File: src/rtl/ldst_pkg.sv
// Package: shared state type, opcode values and the boot image generator.
// Assumes 16-bit words and a 32-word image; words past 31 boot as zero.
package ldst_pkg;

    typedef enum logic {
        ST_FETCH  = 1'b0,
        ST_ACCESS = 1'b1
    } seq_state_e;

    localparam logic [2:0] OPC_STORE = 3'd4;
    localparam logic [2:0] OPC_LOAD  = 3'd5;

    // Computes the boot content of one RAM word from its index.
    function automatic logic [15:0] boot_word(input int idx);
        logic [15:0] w;
        w = '0;
        if (idx < 4) begin
            w = 16'h00AA + 16'(idx * 17);
        end else if (idx < 12) begin
            if (idx % 2 == 0) w = 16'hA010 + 16'((idx - 4) / 2);
            else              w = 16'h8018 + 16'((idx - 5) / 2);
        end else if (idx < 16) begin
            w = 16'hA018 + 16'(idx - 12);
        end else if (idx < 24) begin
            w = 16'(17 * (idx - 15));
        end else if (idx < 31) begin
            w = 16'h00F1 + 16'(idx - 24);
        end else if (idx == 31) begin
            w = 16'h00D8;
        end
        return w;
    endfunction

endpackage

File: src/rtl/ldst_ram.sv
// Single-port synchronous RAM. The address is registered on the rising edge
// and the read word follows the registered address, so a write is visible
// at once. Reset reloads every word from the boot image.
module ldst_ram
    import ldst_pkg::*;
#(
    parameter int AW    = 5,
    parameter int DW    = 16,
    parameter int DEPTH = 1 << AW
) (
    input  logic          clk,
    input  logic          rst_n,
    input  logic [AW-1:0] addr,
    input  logic          we,
    input  logic [DW-1:0] wdata,
    output logic [DW-1:0] rdata
);

    logic [DW-1:0] mem [DEPTH];
    logic [AW-1:0] addr_q;

    // Latch the address, perform writes, reload image on reset.
    always_ff @(posedge clk) begin
        if (!rst_n) begin
            addr_q <= '0;
            for (int i = 0; i < DEPTH; i++) begin
                mem[i] <= DW'(boot_word(i));
            end
        end else begin
            addr_q <= addr;
            if (we) begin
                mem[addr] <= wdata;
            end
        end
    end

    // Read word from the registered address.
    assign rdata = mem[addr_q];

endmodule

File: src/rtl/ldst_decode.sv
// Instruction decoder: classifies an opcode as load, store or no-operation
// and passes the word-address field through. Purely combinational.
module ldst_decode
    import ldst_pkg::*;
#(
    parameter int AW = 5,
    parameter int OW = 3
) (
    input  logic [OW-1:0] opcode,
    input  logic [AW-1:0] field_in,
    output logic          is_load,
    output logic          is_store,
    output logic          is_mem,
    output logic [AW-1:0] field
);

    // Compare the opcode against the two memory opcodes.
    always_comb begin
        is_load  = (opcode == OW'(OPC_LOAD));
        is_store = (opcode == OW'(OPC_STORE));
        is_mem   = is_load | is_store;
        field    = field_in;
    end

endmodule

File: src/rtl/ldst_ctrl.sv
// Two-state controller holding the program counter, the latched load/store
// kind and the data register; also drives the RAM address mux.
// Assumes the RAM output in a fetch cycle is the word at pc.
module ldst_ctrl
    import ldst_pkg::*;
#(
    parameter int AW = 5,
    parameter int DW = 16
) (
    input  logic          clk,
    input  logic          rst_n,
    input  logic [DW-1:0] rd_word,
    input  logic          dec_load,
    input  logic          dec_store,
    input  logic          dec_mem,
    input  logic [AW-1:0] dec_field,
    output seq_state_e    state,
    output logic [AW-1:0] pc,
    output logic [DW-1:0] dreg,
    output logic [AW-1:0] ram_addr,
    output logic          ram_we,
    output logic          mem_flag
);

    logic          pend_load;
    logic [AW-1:0] pc_inc;

    assign pc_inc = pc + 1'b1;

    // Sequence state, counter, load marker and data register.
    always_ff @(posedge clk) begin
        if (!rst_n) begin
            state     <= ST_FETCH;
            pc        <= '0;
            pend_load <= 1'b0;
            dreg      <= '0;
        end else begin
            unique case (state)
                ST_FETCH: begin
                    pc <= pc_inc;
                    if (dec_mem) begin
                        pend_load <= dec_load;
                        state     <= ST_ACCESS;
                    end
                end
                ST_ACCESS: begin
                    if (pend_load) begin
                        dreg <= rd_word;
                    end
                    state <= ST_FETCH;
                end
                default: state <= ST_FETCH;
            endcase
        end
    end

    // Choose the RAM address and write strobe for this cycle.
    always_comb begin
        if (state == ST_ACCESS) begin
            ram_addr = pc;
        end else if (dec_mem) begin
            ram_addr = dec_field;
        end else begin
            ram_addr = pc_inc;
        end
        ram_we   = (state == ST_FETCH) && dec_store;
        mem_flag = (state == ST_FETCH) && dec_mem;
    end

endmodule

File: src/rtl/ldst_sequencer.sv
// Top: wires the RAM, the decoder and the controller together and exposes
// observation outputs. Assumes a free-running clock; no external bus.
module ldst_sequencer
    import ldst_pkg::*;
#(
    parameter int AW = 5,
    parameter int DW = 16,
    parameter int OW = 3
) (
    input  logic          clk,
    input  logic          rst_n,
    output logic [AW-1:0] mem_addr,
    output logic [AW-1:0] pc_o,
    output logic [DW-1:0] rd_word,
    output logic [DW-1:0] data_reg,
    output logic          wr_en,
    output logic          access_flag,
    output logic          state_o
);

    seq_state_e    state;
    logic          dec_load;
    logic          dec_store;
    logic          dec_mem;
    logic [AW-1:0] dec_field;

    ldst_ram #(.AW(AW), .DW(DW)) u_ram (
        .clk   (clk),
        .rst_n (rst_n),
        .addr  (mem_addr),
        .we    (wr_en),
        .wdata (data_reg),
        .rdata (rd_word)
    );

    ldst_decode #(.AW(AW), .OW(OW)) u_dec (
        .opcode   (rd_word[DW-1 -: OW]),
        .field_in (rd_word[AW-1:0]),
        .is_load  (dec_load),
        .is_store (dec_store),
        .is_mem   (dec_mem),
        .field    (dec_field)
    );

    ldst_ctrl #(.AW(AW), .DW(DW)) u_ctrl (
        .clk       (clk),
        .rst_n     (rst_n),
        .rd_word   (rd_word),
        .dec_load  (dec_load),
        .dec_store (dec_store),
        .dec_mem   (dec_mem),
        .dec_field (dec_field),
        .state     (state),
        .pc        (pc_o),
        .dreg      (data_reg),
        .ram_addr  (mem_addr),
        .ram_we    (wr_en),
        .mem_flag  (access_flag)
    );

    assign state_o = (state == ST_ACCESS);

endmodule

File: config.mk
export PLATFORM = sky130hd
export DESIGN_NAME = ldst_sequencer
export DESIGN_NICKNAME = d
export VERILOG_FILES = /design/src/rtl/ldst_pkg.sv /design/src/rtl/ldst_ram.sv /design/src/rtl/ldst_decode.sv /design/src/rtl/ldst_ctrl.sv /design/src/rtl/ldst_sequencer.sv
export SDC_FILE = /design/constraint.sdc
export NUM_CORES = 1
export LEC_CHECK = 0
export ABC_AREA = 1
export BUFFER_PORTS_ARGS = -buffer_cell sky130_fd_sc_hd__buf_2
export CAP_MARGIN = 5
export CORE_MARGIN = 4
export CORE_UTILIZATION = 60
export CTS_BUF_LIST = sky130_fd_sc_hd__clkbuf_4
export DETAILED_ROUTE_END_ITERATION = 7
export GPL_TIMING_DRIVEN = 1
export PLACE_DENSITY = 0.87
export SETUP_SLACK_MARGIN = 0.3
export SYNTH_ARGS = -nofsm -noshare
export SYNTH_HDL_FRONTEND = slang
export SYNTH_HIERARCHICAL = 1
export SYNTH_SLANG_ARGS = --single-unit
File: constraint.sdc
create_clock -name clk -period 4.5 [get_ports clk]
set_input_delay 0.9 -clock clk [delete_from_list [all_inputs] [get_ports clk]]
set_output_delay 0.9 -clock clk [all_outputs]
set_load 0.01 [all_outputs]
* After elaboration in Yosys (flattened, before gate mapping)
Memory sizes are Yosys's and may differ from the RTL's. A register that Yosys moved wholly into a read port is not among the register bits.
Cells that the tools add are included.
** Word-level totals
- Bits in registers :: 23
- Input port bits :: 2
- RAM bits :: 512
- Memories :: 1
** Memory list
- u_ram.mem :: depth 32, bits a word 16, read ports 1, clocked after Yosys merged registers in 1, wr ports 32, RTL line ldst_ram.sv:19 : logic [DW-1:0] mem [DEPTH];
** Operators by class
- Bitwise gates (word level) :: 2
- $add $sub $neg :: 1
- Eq/ne operators :: 2
- Muxes and demuxes :: 44
- Reductions and logical operators :: 5
** Operator list (number)
- 16-bit two-way mux :: 33
- 5-bit two-way mux :: 4
- 16-bit OR reduction :: 1
- 3-bit equality test, second input constant :: 2
- 1-bit two-way mux :: 6
- 5-bit by 1-bit adder with 5-bit output, second input constant :: 1
- 2-bit AND reduction :: 2
- 1-bit logical AND :: 2
- 1-bit one-hot mux with 2 select lines :: 1
- 1-bit NOT :: 1
- 1-bit OR :: 1

* Longest topological paths before layout
- Depth in word-level cells :: 7
- Mapped depth :: 28

* Cells and area by module
The synthesis kept the hierarchy.
** By module, submodules not included
- ldst_ram :: instances 1, area an instance 23762.8 um^2, sequential area each 15474.8 um^2, cells an instance 2480
- ldst_ctrl :: instances 1, area an instance 991.0 um^2, sequential area each 460.4 um^2, cells an instance 137
- ldst_decode :: instances 1, area an instance 62.6 um^2, sequential area each 0.0 um^2, cells an instance 11

* Worst setup path before layout
OpenSTA, ideal clock, no wires.
- Path type :: register -> register
- Start :: register with a tool-made name
- End :: memory u_ram.mem[26][0] (enable)
- Clock period less this slack :: 3.954 ns
- Cell stages (with the launch flop) :: 25
- Buffers on the path :: 4
- Arrival time :: 3.582 ns
- Setup slack :: 0.546 ns
- Data required time :: 4.128 ns
- Path through :: dfxtp_1 > buf_2 > buf_4 > clkbuf_1 > nand2_1 > nand3_1 > nand3_1 > nand2_1 > nand2_1 > nand2_1 > nand2_1 > nand2_1 > nand2_2 > inv_1 > inv_1 > nor2_2 > inv_2 > a21oi_1 > inv_1 > nor3_1 > inv_2 > nor2_4 > inv_2 > buf_6 > nand2_1
** RTL lines (RTL line)
- to (decl) :: ldst_ram.sv:19

==> flow_metrics.tcl <==
set metrics [dict create \
    vdd_drop_max_mv 0.361 \
    place_congestion 0.928 \
    max_slew.worst_pin.slew_ps 1060 \
    first_iter_violations 4089 \
    switching_power_uw 6180 \
    fin_crit_sh_pct 94.3 \
    layout_commonest_cell "nand2_1" \
    cts_hold_buf 0 \
    worst-endpoint-arrival_ps 3340 \
    root_buffer "clkbuf_4" \
    clock_sinks 540 \
    layout_common_cells "nand2_1 (898), edfxtp_1 (512), nor2_1 (413)" \
    cts_buffers 135 \
    violations "DRC" \
    synth_cell_types 28 \
    grt_max_degree 76 \
    htree_levels 4 \
    p_comb_share_pct 36.4 \
    netlist_instances 2628 \
    vias 20400 \
    ant_nets 0 \
    hp-class "input pin to flip-flop" \
    fmax_mhz 236 \
    final_util_pct 67.6 \
    antenna_found_initial 1 \
    die_h_microns 211 \
    via_per_inst 6.14 \
    start_util_pct 60.8 \
    maxCapViolations 0 \
    status "complete, but fails checks" \
    seq_area_frac_synth_pct 64.2 \
    tns_ps 0 \
    crit_path_end_kind "output pin" \
    firstDrtPassIters 8 \
    synth_nets 2631 \
    clk_pin_slew_ps 60 \
    synth_xor_area_share_pct 0 \
    hp-start "rst_n" \
    p_seq_share_pct 37.1 \
    insertion_delay_ps 830 \
    syn_area_per_cell_sq_um 9.44 \
    synth.area.mux_share_pct 0 \
    synth.largest_area_cell "edfxtp_1" \
    ys_warn_count 6 \
    synth_compound_area_share_pct 0.539 \
    path_class "flip-flop to output pin" \
    core.rowCount 74 \
    synthToLayoutAreaGrowth_pct 11.2 \
    layoutNonFillerInstCount 3331 \
    yosysTopAreaCellShare_pct 62.0 \
    synthSimpleGateAreaFrac_pct 29.6 \
    syn_area_sq_mm 0.0248 \
    start_kind "flip-flop" \
    relSlewSlack_pct 29.3 \
    grtUsageTotal_pct 31.8 \
    cts_tree "yes" \
    grt_pass1_wl_microns 108000 \
    p_int_uw 9720 \
    hold_viol_final 0 \
    p_sw_share_pct 38.9 \
    final_net_count 2707 \
    fp.dieW_microns 211 \
    rsz0062_at_grt "yes" \
    ys_top_cells_by_area "edfxtp_1 (62%), nand2_1 (14%), nand3_1 (7.8%)" \
    cts_max_path_buffers 3 \
    synthArstFlopShare_pct 0 \
    post-route-min-period_ps 4240 \
    dieArea_sq_mm 0.0447 \
    p_clk_share_pct 26.5 \
    core_area_sq_mm 0.0408 \
    setup_viol 0 \
    power_leakage_uw 0.0102 \
    drc 33 \
    synth_edf_count 512 \
    synth_top_family_by_area "simple AND/OR/NAND/NOR gates" \
    dp_hpwl_microns 43500 \
    ys.flop_type "edfxtp_1" \
    clock-skew-final_ps 58.0 \
    drt_wl_total_microns 74300 \
    first_global_vias 19500 \
    crit_path_max_fanout 22 \
    power.density_mw_per_mm2 576 \
    yosys_register_bits 540 \
    drive_gt1_share_pct 16.6 \
    post_drt_wl_per_cell_microns 22.3 \
    dp.cells 3075 \
    synthAdderAreaFrac_pct 0.0504 \
    port_buffers 46 \
    drv_slew 0 \
    num_io_pins 47 \
    grt-ovfl-total 0 \
    crit_required_ps 3600 \
]
[repair_timing]
| action | in CTS | in global routing |
|---|---|---|
| setup endpoints to repair | 312 | 452 |
| gates resized for setup | 16 | 48 |
| pin swaps | 0 | 4 |
| cloned | 2 | 6 |
| buffers inserted | 1 | 15 |
[final timing paths]
check                    end  slack [ps]  cells past startpoint
max reg2reg  u_ram/mem[0][7]         400                     18
max              mem_addr[3]         260                     16
min reg2reg   u_ctrl/dreg[8]         510                      2
min                flip-flop         450                      3
[routing by layer]
layer	vias to the layer above	track usage, %	share of wire (%)
met5	-	0	0
met4	0	16.9	6.5
met3	417	8.43	15
met2	1848	49.2	46
met1	9327	41.6	33
li1	8854	-	-
[power by group through the flow]
stage	Combinational, uW	Clock (uW)	Sequential (uW)
after global placement	4830	0	5980
after CTS	5100	4220	5890
after global routing	6070	4520	5920
final	5790	4210	5900
after detailed placement	4940	0	5980
after floorplan	3230	0	5930
[registers in the layout, indices dropped and copies added (netlist names), named ones only]
signal and count:
u_ctrl/state 1, u_ram/mem 512, u_ctrl/dreg 16, u_ctrl/pend_load 1, u_ctrl/pc 5
[through the flow]
stage / hold WS, ps / area, sq um / worst slack, ps / total power, uW
finish: 452 / 27600 / 255 / 15900
global route: 450 / 27600 / 192 / 16500
CTS: 425 / 27200 / 300 / 15200
detailed placement: 495 / 25300 / 78.9 / 10900
global placement: 485 / 25300 / 241 / 10800
floorplan: 498 / 24800 / 546 / 9160
[area by class of cell]
cell class	count	area, sq um
fillers	2899	13200
repair buffers	139	1240
inverters	94	385
flip-flops and latches	540	15900
diodes	1	2.50
well taps	532	666
multi-input cells	1794	7620
clock inverters	29	215
clock buffers	202	1520
[Yosys cell counts, drive strengths merged (5+ instances only)]
cell    count
inv        93
edfxtp    512
nor2      441
nand2     925
nand3     388
nor3       13
dfxtp      28
o21ai      19
a21oi       5
clkbuf     95
buf       105
[critical path, stage by stage (launching register included)]
cell,delay (ps)
dfxtp_4,480
inv_12,80
buf_16,170
buf_4,170
buf_4,180
nand2_1,70
nand3_1,100
nand3_1,110
nand2_1,80
nand2_1,70
nand2_1,80
nand2_1,80
nand2_1,140
a211oi_1,350
a21oi_2,70
buf_4,170
buf_2,150
[cell families after synthesis]
family / count (synthesis)
adders and majority gates: 1
DFF: 540
AOI/OAI and AO/OA: 26
buffers and inverters: 294
and+or+nand+nor: 1767
Note: power is estimated with default switching activity, not from simulation.
